File: config.mk
export PLATFORM = sky130hd
export DESIGN_NAME = agp_req_dispatch
export DESIGN_NICKNAME = d
export VERILOG_FILES = /design/src/rtl/agp_disp_pkg.sv /design/src/rtl/agp_cmd_decode.sv /design/src/rtl/agp_req_fifo.sv /design/src/rtl/agp_out_ctr.sv /design/src/rtl/agp_issue_arb.sv /design/src/rtl/agp_req_dispatch.sv
export SDC_FILE = /design/constraint.sdc
export NUM_CORES = 1
export LEC_CHECK = 0
export ABC_AREA = 1
export BUFFER_PORTS_ARGS = -buffer_cell sky130_fd_sc_hd__buf_2
export CORE_UTILIZATION = 60
export CTS_CLUSTER_SIZE = 20
export DETAILED_ROUTE_END_ITERATION = 10
export PLACE_DENSITY = 0.79
export SYNTH_ARGS = -nofsm -noshare
export SYNTH_HDL_FRONTEND = slang
export SYNTH_SLANG_ARGS = --single-unit
File: constraint.sdc
create_clock -name clk -period 8.4 [get_ports clk]
set_input_delay 0.42 -clock clk [delete_from_list [all_inputs] [get_ports clk]]
set_output_delay 0.42 -clock clk [all_outputs]
set_load 0.01 [all_outputs]
File: src/rtl/agp_disp_pkg.sv
// Shared types and command decoding for the request dispatcher.
// Assumes a 4-bit command code and quadword (64-bit) completion beats.
package agp_disp_pkg;

    localparam int QW  = 64;
    localparam int BEW = 8;

    // What a queued entry asks the issue stage to do
    typedef enum logic [1:0] {
        KD_RD    = 2'd0,
        KD_WR    = 2'd1,
        KD_LOC   = 2'd2,
        KD_FENCE = 2'd3
    } kind_e;

    typedef struct packed {
        logic  ok;     // code is not reserved
        logic  hi;     // high-priority class
        kind_e kind;
    } dec_t;

    // Map a command code and target side onto class and kind
    function automatic dec_t decode_cmd(input logic [3:0] cmd, input logic to_hub);
        dec_t d;
        d.ok   = 1'b1;
        d.hi   = 1'b0;
        d.kind = KD_RD;
        case (cmd)
            4'b0000, 4'b1000: d.kind = KD_RD;
            4'b0001, 4'b1001: begin d.hi = 1'b1; d.kind = KD_RD; end
            4'b0100:          d.kind = KD_WR;
            4'b0101:          begin d.hi = 1'b1; d.kind = KD_WR; end
            4'b1010:          d.kind = KD_LOC;
            4'b1100:          d.kind = KD_FENCE;
            default:          d.ok = 1'b0;
        endcase
        if (d.ok && to_hub && d.kind == KD_RD)
            d.kind = KD_LOC;
        return d;
    endfunction

endpackage

File: src/rtl/agp_cmd_decode.sv
// Command decoder: classifies a presented request and computes the byte
// enables it will carry toward memory. Purely combinational.
// Assumes to_hub is meaningful for reads and writes only.
module agp_cmd_decode
    import agp_disp_pkg::*;
#(
    parameter int BW = BEW
) (
    input  logic [3:0]    cmd,
    input  logic          to_hub,
    input  logic [BW-1:0] be_in,
    output logic          ok,
    output logic          hi,
    output kind_e         kind,
    output logic [BW-1:0] be_out
);

    dec_t d;

    // Decode class and kind, then pick the effective byte enables
    always_comb begin
        d    = decode_cmd(cmd, to_hub);
        ok   = d.ok;
        hi   = d.hi;
        kind = d.kind;
        case (d.kind)
            KD_RD:   be_out = '1;
            KD_WR:   be_out = to_hub ? '0 : be_in;
            default: be_out = '0;
        endcase
    end

endmodule

File: src/rtl/agp_req_fifo.sv
// Request queue: a plain synchronous FIFO with first-word fall-through.
// Assumes the user never pushes when full nor pops when empty.
// Push and pop in the same cycle are allowed.
module agp_req_fifo #(
    parameter int W     = 32,
    parameter int DEPTH = 8
) (
    input  logic         clk,
    input  logic         rst_n,
    input  logic         push,
    input  logic [W-1:0] din,
    input  logic         pop,
    output logic [W-1:0] dout,
    output logic         empty,
    output logic         full
);

    localparam int PW = (DEPTH > 1) ? $clog2(DEPTH) : 1;
    localparam int CW = $clog2(DEPTH + 1);

    logic [W-1:0]  store [DEPTH];
    logic [PW-1:0] wp, rp;
    logic [CW-1:0] cnt;

    // Next position with wrap for any depth
    function automatic logic [PW-1:0] bump(input logic [PW-1:0] p);
        return (p == PW'(DEPTH - 1)) ? '0 : p + 1'b1;
    endfunction

    // Pointer and occupancy bookkeeping
    always_ff @(posedge clk) begin
        if (!rst_n) begin
            wp  <= '0;
            rp  <= '0;
            cnt <= '0;
        end else begin
            if (push) wp <= bump(wp);
            if (pop)  rp <= bump(rp);
            case ({push, pop})
                2'b10:   cnt <= cnt + 1'b1;
                2'b01:   cnt <= cnt - 1'b1;
                default: cnt <= cnt;
            endcase
        end
    end

    // Entry storage, not reset
    always_ff @(posedge clk) begin
        if (push) store[wp] <= din;
    end

    assign dout  = store[rp];
    assign empty = (cnt == '0);
    assign full  = (cnt == CW'(DEPTH));

endmodule

File: src/rtl/agp_out_ctr.sv
// Outstanding-read counter for one priority class.
// Assumes dec never arrives while the count is zero (guarded anyway).
module agp_out_ctr #(
    parameter int MAXC = 15
) (
    input  logic clk,
    input  logic rst_n,
    input  logic inc,
    input  logic dec,
    output logic zero,
    output logic full
);

    localparam int CW = $clog2(MAXC + 1);

    logic [CW-1:0] cnt;

    // Count reads issued minus read beats returned
    always_ff @(posedge clk) begin
        if (!rst_n) begin
            cnt <= '0;
        end else begin
            case ({inc, dec})
                2'b10:   cnt <= cnt + 1'b1;
                2'b01:   cnt <= (cnt != '0) ? cnt - 1'b1 : cnt;
                default: cnt <= cnt;
            endcase
        end
    end

    assign zero = (cnt == '0);
    assign full = (cnt == CW'(MAXC));

endmodule

File: src/rtl/agp_issue_arb.sv
// Issue stage: picks which queue head to serve and how.
// High priority wins unless a memory request is being held for mem_ready.
// Reads stall at the outstanding limit of their class. Local completions
// wait for an idle class and an idle return path. Fences retire at once.
module agp_issue_arb
    import agp_disp_pkg::*;
(
    input  logic       clk,
    input  logic       rst_n,
    input  logic [1:0] q_empty,
    input  kind_e      kind_lo,
    input  kind_e      kind_hi,
    input  logic [1:0] c_zero,
    input  logic [1:0] c_full,
    input  logic       mem_ready,
    input  logic       mem_rvalid,
    output logic       mem_valid,
    output logic [1:0] q_pop,
    output logic       sel_hi,
    output logic       loc_fire,
    output logic       rd_go
);

    logic  held, held_hi;
    logic  any, pop_now;
    kind_e kind;

    // Select a head and decide what it does this cycle
    always_comb begin
        sel_hi    = held ? held_hi : !q_empty[1];
        any       = !q_empty[sel_hi];
        kind      = sel_hi ? kind_hi : kind_lo;
        mem_valid = 1'b0;
        loc_fire  = 1'b0;
        pop_now   = 1'b0;
        if (any) begin
            case (kind)
                KD_RD:    mem_valid = !c_full[sel_hi];
                KD_WR:    mem_valid = 1'b1;
                KD_LOC:   loc_fire  = c_zero[sel_hi] && !mem_rvalid;
                KD_FENCE: pop_now   = 1'b1;
                default:  pop_now   = 1'b0;
            endcase
        end
        if ((mem_valid && mem_ready) || loc_fire)
            pop_now = 1'b1;
        q_pop = pop_now ? (sel_hi ? 2'b10 : 2'b01) : 2'b00;
        rd_go = mem_valid && mem_ready && (kind == KD_RD);
    end

    // Remember a stalled memory request so its class stays selected
    always_ff @(posedge clk) begin
        if (!rst_n) begin
            held    <= 1'b0;
            held_hi <= 1'b0;
        end else begin
            held    <= mem_valid && !mem_ready;
            held_hi <= sel_hi;
        end
    end

endmodule

File: src/rtl/agp_req_dispatch.sv
// Request dispatcher top. Decodes a request and queues it per priority
// class. Serves queue heads toward the DRAM-side port, or completes them
// locally with FILL_PAT, and forwards returned read data as completions.
// Assumes one read-data beat per memory read, returned in issue order
// within each class, and never for a class with nothing outstanding.
module agp_req_dispatch
    import agp_disp_pkg::*;
#(
    parameter int          AW       = 32,
    parameter int          LW       = 6,
    parameter int          DEPTH    = 8,
    parameter int          OUT_MAX  = 15,
    parameter logic [63:0] FILL_PAT = 64'hD1CE_0BAD_F00D_5EED
) (
    input  logic          clk,
    input  logic          rst_n,
    input  logic          req_valid,
    output logic          req_ready,
    input  logic [3:0]    req_cmd,
    input  logic          req_to_hub,
    input  logic [AW-1:0] req_addr,
    input  logic [LW-1:0] req_len,
    input  logic [7:0]    req_be,
    output logic          mem_valid,
    input  logic          mem_ready,
    output logic          mem_write,
    output logic          mem_hipri,
    output logic [AW-1:0] mem_addr,
    output logic [LW-1:0] mem_len,
    output logic [7:0]    mem_be,
    input  logic          mem_rvalid,
    input  logic          mem_rhipri,
    input  logic [63:0]   mem_rdata,
    output logic          cpl_valid,
    output logic          cpl_hipri,
    output logic [63:0]   cpl_data
);

    localparam int NCLS = 2;

    typedef struct packed {
        kind_e         kind;
        logic [AW-1:0] addr;
        logic [LW-1:0] len;
        logic [7:0]    be;
    } ent_t;

    localparam int EW = $bits(ent_t);

    logic          d_ok, d_hi, accept;
    kind_e         d_kind;
    logic [7:0]    d_be;
    ent_t          new_ent;
    logic [EW-1:0] new_raw;

    logic [NCLS-1:0] q_push, q_pop, q_empty, q_full;
    logic [NCLS-1:0] c_inc, c_dec, c_zero, c_full;
    logic [EW-1:0]   q_dout [NCLS];
    ent_t            q_head [NCLS];
    ent_t            sel_ent;
    logic            sel_hi, loc_fire, rd_go;

    agp_cmd_decode #(.BW(8)) u_dec (
        .cmd    (req_cmd),
        .to_hub (req_to_hub),
        .be_in  (req_be),
        .ok     (d_ok),
        .hi     (d_hi),
        .kind   (d_kind),
        .be_out (d_be)
    );

    // Admission: reserved codes always pass, others need room in their queue
    always_comb begin
        req_ready    = !d_ok || !q_full[d_hi];
        accept       = req_valid && req_ready && d_ok;
        new_ent.kind = d_kind;
        new_ent.addr = req_addr;
        new_ent.len  = req_len;
        new_ent.be   = d_be;
        new_raw      = new_ent;
    end

    // One queue and one outstanding-read counter per priority class
    for (genvar c = 0; c < NCLS; c++) begin : g_cls
        assign q_push[c] = accept && (d_hi == 1'(c));

        agp_req_fifo #(.W(EW), .DEPTH(DEPTH)) u_fifo (
            .clk   (clk),
            .rst_n (rst_n),
            .push  (q_push[c]),
            .din   (new_raw),
            .pop   (q_pop[c]),
            .dout  (q_dout[c]),
            .empty (q_empty[c]),
            .full  (q_full[c])
        );

        assign q_head[c] = ent_t'(q_dout[c]);
        assign c_inc[c]  = rd_go && (sel_hi == 1'(c));
        assign c_dec[c]  = mem_rvalid && (mem_rhipri == 1'(c));

        agp_out_ctr #(.MAXC(OUT_MAX)) u_ctr (
            .clk   (clk),
            .rst_n (rst_n),
            .inc   (c_inc[c]),
            .dec   (c_dec[c]),
            .zero  (c_zero[c]),
            .full  (c_full[c])
        );
    end

    agp_issue_arb u_arb (
        .clk        (clk),
        .rst_n      (rst_n),
        .q_empty    (q_empty),
        .kind_lo    (q_head[0].kind),
        .kind_hi    (q_head[1].kind),
        .c_zero     (c_zero),
        .c_full     (c_full),
        .mem_ready  (mem_ready),
        .mem_rvalid (mem_rvalid),
        .mem_valid  (mem_valid),
        .q_pop      (q_pop),
        .sel_hi     (sel_hi),
        .loc_fire   (loc_fire),
        .rd_go      (rd_go)
    );

    // Drive the memory request fields from the selected head
    always_comb begin
        sel_ent   = sel_hi ? q_head[1] : q_head[0];
        mem_write = (sel_ent.kind == KD_WR);
        mem_hipri = sel_hi;
        mem_addr  = sel_ent.addr;
        mem_len   = sel_ent.len;
        mem_be    = sel_ent.be;
    end

    // Completion register: returned read data first, else a local fill beat
    always_ff @(posedge clk) begin
        if (!rst_n) begin
            cpl_valid <= 1'b0;
            cpl_hipri <= 1'b0;
            cpl_data  <= '0;
        end else if (mem_rvalid) begin
            cpl_valid <= 1'b1;
            cpl_hipri <= mem_rhipri;
            cpl_data  <= mem_rdata;
        end else if (loc_fire) begin
            cpl_valid <= 1'b1;
            cpl_hipri <= sel_hi;
            cpl_data  <= FILL_PAT;
        end else begin
            cpl_valid <= 1'b0;
        end
    end

endmodule

==> summary.txt, run 1 <==
Synthesis
  • Post-Syn Area: 34300 um2
  • Post-Synth Simple-Gate Area: 8.30%
  • Syn_nets: 2847
  • Post-synthesis mux area share: 0%
  • Dominant combinational cell family by area after synthesis: compound AO/OA/AOI/OAI gates
  • Xor/xnor share of the synthesized area: 0.128%
  • Adder-cell area share of the yosys netlist: 0.890%
  • Ys flop type: edfxtp_1
  • Synthesis Warnings: 0
  • Post-Synthesis Cells: 2704
  • Netlist cell types: 41
  • EDFF count, synth: 768
  • Fraction of registers with async set/reset: 0%
  • Yosys reg bits: 870
  • Avg Inst Size Synth: 12.7 um2
  • Post-synthesis compound-gate area fraction: 14.1%
  • Sequential fraction of the synthesis area: 73.2%

STA
  • Final Critical Period: 5.02 ns
  • Setup TNS: 0 ns
  • Clock Skews: 0.0257 ns
  • Worst Tran Pin Value: 1.34 ns
  • Max_slew headroom: 10.8%
  • Final Cycle Share: 59.8%
  • Worst hold margin: 0.0294 ns
  • Slew Viols, Final: 0
  • Final hold vios: 0
  • RSZ-0062 raised after global routing: false
  • Fmax: 199 MHz
  • Final setup viols: 0

CTS
  • Maximum clock path buffer count: 3
  • Clock sink count: 870
  • Post-CTS Hold Buffers: 0
  • Htree depth: 3
  • Post CTS Setup Buffer Count: 0
  • Clock Pin Slew Worst Setup and Hold Paths: 0.06 ns
  • Root Buffer: clkbuf_16
  • Post-CTS sizing: 0
  • TritonCTS Buffers: 86
  • CTS tree: built
  • Clock latency on the worst-skew pair: 0.65 ns

Drt
  • TritonRoute pass-1 iters: 6
  • Total Wirelength: 82.3 mm
  • Routed WL per cell: 22.2 um
  • Drc violations: 0
  • Vias per cell: 6.23
  • Initial DRC Count: 2607
  • Antenna Nets Post-Route: 0
  • Vias post-DR: 23100

Final layout
  • Sequential cell area: 25100 um2
  • Layout cell share with drive strength beyond 1: 17.1%
  • Util after Layout: 69.0%
  • Non-filler instance count after layout: 3711
  • Layout Area Growth over Synthesis: 13.4%
  • Final nets: 3028
  • Multi-input logic area: 8160 um2
  • Highest-count cells in the layout ignoring fill and taps: 768 x edfxtp_1, 466 x nor2_1, 461 x o21ai_0
  • Fillers: 3775
  • Commonest non-fill, non-tap cell in the layout: edfxtp_1
  • ANT cells: 0

Placed design
  • Inst Count DP: 3552
  • Post-DP HPWL: 41.1 mm
  • Port bufs: 236
  • Placer Congestion: 0.817

Run status
  • Status: finished, final reports clean

Setup path
  • Slowest stage delay, CP: 0.73 ns
  • CP endpoint kind: flip-flop
  • Required @ worst endpoint: 8.92 ns
  • Bufs and invs on worst path: 4
  • Startpoint Class: flip-flop
  • CP Cell Sequence: buf_4 > inv_2 > buf_4 > nand3_1 > nand3_1 > nand3_2 > nand3_4 > nor2_8 > nand2_2 > nand3_1 > nand2_1 > inv_2 > ha_1 > ha_1 > nand2_1 > nor2_1 > a211oi_1 > nor2_1 > nor2_1 > nand2_1 > o21ai_0 > a21oi_1
  • Crit Path Class: reg2reg
  • Critical Path AT: 5.54 ns
  • CP Max Fanout: 97
  • Family with the most delay on the worst path: buffers and inverters
  • CP max-delay cell: buf_4

Power
  • Overall power: 11.4 mW
  • Power per cell area: 292 nW/um2
  • Leakage power: 13.6 nW
  • VDD IR max: 236 uV

Die
  • Die width: 241 um
  • Std cell rows: 87
  • Top Ports: 237
  • Y dimension of the die: 241 um
  • Core region area: 56400 um2
  • Starting Density: 60.8%
  • Die ar.: 58100 um2

Global routing
  • Met3 Track Usage GR: 5.51%
  • GR peak layer: met2
  • First-pass GRT wire length: 123 mm
  • Vias in the first global route: 22600
  • Global Route met2 Usage: 48.1%
  • Largest net degree at the start of global routing: 121
  • Total grt overflow: 0
  • Met1 GRT Util: 36.0%
  • Total GRT Usage: 28.2%
  • Antenna violations before repair: 2

Job
  • Max cap viols: 0

Hold path
  • Hold Path Class: in2reg
==> cells by family (layout without fill, tap and decap cells) <==
| group | count (synthesis) | in the layout |
|---|---|---|
| AND/OR/NAND/NOR | 707 | 707 |
| XOR/XNOR | 5 | 5 |
| adder cells (fa/ha/maj) | 22 | 22 |
| buffers and inverters | 294 | 545 |
| AO/OA/AOI/OAI | 806 | 806 |
| flip-flops | 870 | 870 |
==> power breakdown <==
group | switching (mW) | total (mW) | internal (mW)
Clock | 1.61 | 3.81 | 2.20
Sequential | 0.108 | 4.96 | 4.85
Combinational | 1.81 | 2.60 | 0.792
==> Yosys cell counts, types with 2 or more instances <==
cell | instances | area [um2]
nor2_2 | 2 | 12.5
o21ai_0 | 461 | 2310
nor2_4 | 2 | 22.5
buf_6 | 6 | 67.6
nand4_1 | 3 | 18.8
o211ai_1 | 37 | 278
nor4_1 | 2 | 12.5
dfxtp_1 | 102 | 2040
inv_2 | 25 | 93.8
edfxtp_1 | 768 | 23100
a21oi_1 | 54 | 270
o221ai_1 | 61 | 534
nor3_1 | 3 | 15.0
nand3_1 | 40 | 200
o22ai_1 | 129 | 807
ha_1 | 18 | 225
buf_1 | 4 | 15.0
inv_1 | 88 | 330
nand3_2 | 4 | 40.0
a31oi_1 | 3 | 18.8
buf_2 | 8 | 40.0
fa_1 | 4 | 80.1
nand4_2 | 2 | 25.0
nor2_1 | 480 | 1800
o221ai_2 | 29 | 435
a211oi_1 | 7 | 52.6
buf_4 | 3 | 22.5
nand2_1 | 155 | 582
clkbuf_1 | 159 | 597
nand2_2 | 9 | 56.3
o21ai_1 | 23 | 115
xnor2_1 | 4 | 35.0
==> sequential cells by signal (all words and copies together), names as in the netlist, named ones only <==
register            cells
g_cls.u_fifo.store    768
cpl_data               64
g_cls.u_ctr.cnt         8
g_cls.u_fifo.cnt        8
g_cls.u_fifo.rp         6
g_cls.u_fifo.wp         6
cpl_hipri               1
cpl_valid               1
u_arb.held              1
u_arb.held_hi           1
==> worst paths after layout <==
| path | startpoint | endpoint | slack, ns | depth (start not counted) |
|---|---|---|---|---|
| min reg2reg | cpl_data[8] | cpl_data[8] | 0.46 | 2 |
| min | mem_rdata[56] | cpl_data[56] | 0.03 | 3 |
| max | flip-flop | g_cls[0].u_fifo.cnt[3] | 3.38 | 22 |
| max reg2reg | flip-flop | g_cls[0].u_fifo.cnt[3] | 3.38 | 22 |
==> layout make-up <==
type	instances	share of cell area (%)
multi-input cells	1540	21.0
clock buffers	104	5.79
repair buffers	273	3.75
inverters	114	1.11
flip-flops and latches	870	64.6
clock inverters	54	1.40
well taps	756	2.43
==> tightest hold or removal path: stages <==
cell      delay, ns
buf_2          0.09
o221ai_2       0.08
inv_1          0.05
==> metrics by stage <==
| step | worst slack, ns | area [um2] |
|---|---|---|
| after floorplan | 3.15 | 34300 |
| after global placement | 3.72 | 36100 |
| after detailed placement | 3.57 | 36100 |
| after CTS | 3.52 | 38900 |
| after global routing | 3.07 | 38900 |
| final | 3.38 | 38900 |
==> per-layer routing <==
layer  up-vias  share of wire, %
met5         -             0.034
met3       191                10
met1     11200                37
li1      10300                 -
met2      1362                50
met4         4               2.5
(Power assumes the default switching activity.)
==> inputs of run 2 (changes only) <==
clock period = 4.8 ns   (was 8.4 ns; I/O delays follow)
==> summary.txt, run 2 (same netlist as run 1, synthesis figures left out) <==
STA
  • Setup TNS: 0 ns (unchanged)
  • Clock Skews: 0.0248 ns (-0.000917 ns)
  • Max_slew headroom: 6.83% (-3.9 points)
  • Worst Setup Slack, final: 0.523 ns (-2.85 ns)
  • Fmax: 234 MHz
  • Final Critical Period: 4.28 ns
  • RSZ-0062 raised after global routing: false
  • Final hold vios: 0 (unchanged)
  • Worst Tran Pin Value: 1.40 ns (+0.0592 ns)
  • Final setup viols: 0 (unchanged)
  • Slew Viols, Final: 0 (unchanged)
  • Final Cycle Share: 89.1%

CTS
  • CTS tree: built
  • Maximum clock path buffer count: 3 (unchanged)
  • Root Buffer: clkbuf_16
  • Post CTS Setup Buffer Count: 0 (unchanged)
  • Clock Pin Slew Worst Setup and Hold Paths: 0.06 ns (about the same)
  • Htree depth: 3 (unchanged)
  • Clock sink count: 870 (unchanged)
  • TritonCTS Buffers: 86 (unchanged)
  • Clock latency on the worst-skew pair: 0.64 ns (about the same)

Run status
  • Status: finished, final reports clean

Drt
  • Drc violations: 0 (unchanged)
  • TritonRoute pass-1 iters: 5 (-1)
  • Initial DRC Count: 2851 (+9.4%)
  • Routed WL per cell: 23.2 um (+4.4%)
  • Vias post-DR: 24000 (+3.9%)
  • Antenna Nets Post-Route: 0 (unchanged)
  • Total Wirelength: 88.5 mm (+7.6%)
  • Vias per cell: 6.28 (+0.85%)

Placed design
  • Worst slack, placed: 0.968 ns (-2.60 ns)
  • Placer Congestion: 0.848 (+3.8%)
  • Post-DP HPWL: 44.8 mm (+8.8%)
  • Port bufs: 236 (unchanged)

Die
  • Core region area: 56400 um2 (unchanged)
  • Y dimension of the die: 241 um (unchanged)
  • Starting Density: 60.8% (unchanged)
  • Die width: 241 um (unchanged)
  • Die ar.: 58100 um2 (unchanged)
  • Top Ports: 237 (unchanged)
  • Std cell rows: 87 (unchanged)

Power
  • Power per cell area: 499 nW/um2 (+71%)
  • VDD IR max: 372 uV (+58%)
  • Overall power: 20.0 mW (+76%)
  • Leakage power: 14.0 nW (+3.5%)

Hold path
  • Hold path cells: 1 (-2)
  • Worst Hold End: g_cls[0].u_fifo.store[0][37]
  • Worst Min Path Start: req_addr[23]
  • Hold Path Class: in2reg

Setup path
  • CP Cell Sequence: inv_4 > buf_4 > buf_6 > o21ai_0 > o22ai_1 > o21ai_0 > o21ai_0 > buf_2
  • CP Max Fanout: 120 (+24%)
  • CP max-delay cell: buf_6
  • Required @ worst endpoint: 4.56 ns (-4.36 ns)
  • Top cell by count, worst path: o21ai_0
  • R2r setup slk: 1.01 ns (-2.37 ns)
  • Bufs and invs on worst path: 4 (unchanged)
  • Critical Path AT: 4.04 ns (-1.50 ns)
  • Crit Path Class: reg2out
  • Slowest stage delay, CP: 0.80 ns (+0.07 ns)
  • Worst r2r path cells: 22 (unchanged)
  • Worst R2R End: g_cls[0].u_fifo.cnt[3]
  • CP endpoint kind: output port
  • Startpoint Class: flip-flop
  • Family with the most delay on the worst path: buffers and inverters

Final layout
  • Commonest non-fill, non-tap cell in the layout: edfxtp_1
  • Layout Area Growth over Synthesis: 16.7%
  • Most flop-heavy register: g_cls.u_fifo.store
  • Largest registers: g_cls.u_fifo.store (768), cpl_data (64)
  • ANT cells: 0 (unchanged)
  • Fillers: 3596 (-4.7%)
  • Layout cell share with drive strength beyond 1: 16.5% (-0.62 points)
  • Max FFs per register: 768 (unchanged)
  • Highest-count cells in the layout ignoring fill and taps: 768 x edfxtp_1, 466 x nor2_1, 461 x o21ai_0
  • Final nets: 3137 (+3.6%)

Job
  • Max cap viols: 0 (unchanged)

Global routing
  • Largest net degree at the start of global routing: 121 (unchanged)
  • First-pass GRT wire length: 132 mm (+7.2%)
  • Total GRT Usage: 30.4% (+2.2 points)
  • Total grt overflow: 0 (unchanged)
  • Antenna violations before repair: 3 (+1)
  • Vias in the first global route: 23900 (+5.7%)
==> run 2: cell types whose count changed in the layout (fill, tap and decap cells not counted), moves of 3 or more <==
cell           previous run  this run
clkinv_8                  1         5
buf_12                    0         7
clkinv_2                 17        11
inv_16                    3         0
dlygate4sd3_1             0       103
clkbuf_1                 15        23
==> run 2: how the worst max path moves through the flow <==
stage                          start                          end  cells past startpoint
final                      flip-flop                 mem_addr[14]                      8
after global routing       flip-flop                  mem_addr[4]                      7
after CTS                  flip-flop                 mem_addr[14]                      8
after detailed placement   flip-flop                 mem_addr[14]                      8
after global placement     flip-flop       g_cls[0].u_fifo.cnt[3]                     22
after floorplan           req_cmd[0]  g_cls[1].u_fifo.store[1][0]                     10
==> run 2: through the flow <==
step / hold WS (ns) / cells / instance area, um2 / util [%]
2_1_floorplan: 0.319 / 2704 / 34300 / -
3_3_place_gp: 0.445 / 3559 / 36300 / 64.3
3_5_place_dp: 0.452 / 3559 / 36300 / 64.3
4_1_cts: 0.00757 / 3822 / 40000 / 71.0
5_1_grt: 0.0366 / 3822 / 40000 / 71.0
6_report: 0.0303 / 3822 / 40000 / 71.0
==> run 2: what timing repair did <==
| action | 4_1_cts | 5_1_grt |
|---|---|---|
| endpoints found under the hold margin | 650 | 0 |
| hold buffers | 103 | 0 |
| resized for setup | 0 | 1 |
| setup endpoints to repair | 0 | 1 |
==> run 2: cell type report <==
type | count | area, um2 | share of cell area [%]
timing repair buffer | 382 | 2630 | 6.56
multi-input combinational | 1540 | 8170 | 20.4
clock buffer | 109 | 2240 | 5.59
clock inverter | 51 | 513 | 1.28
inverter | 114 | 433 | 1.08
tap | 756 | 946 | 2.36
sequential | 870 | 25100 | 62.7
==> run 2: per-layer routing <==
layer,routed length (um),vias to the layer above,part of all wire (%),track usage [%]
li1,-,10500,-,-
met1,32600,11600,37,39.0
met2,43000,1621,49,50.8
met3,9970,225,11,5.59
met4,2900,6,3.3,13.2
met5,43,-,0.049,0
==> run 2: where the power goes <==
group	internal, mW	switching (mW)
Combinational	1.45	3.28
Sequential	8.49	0.205
Clock	3.76	2.79
Total	13.7	6.28
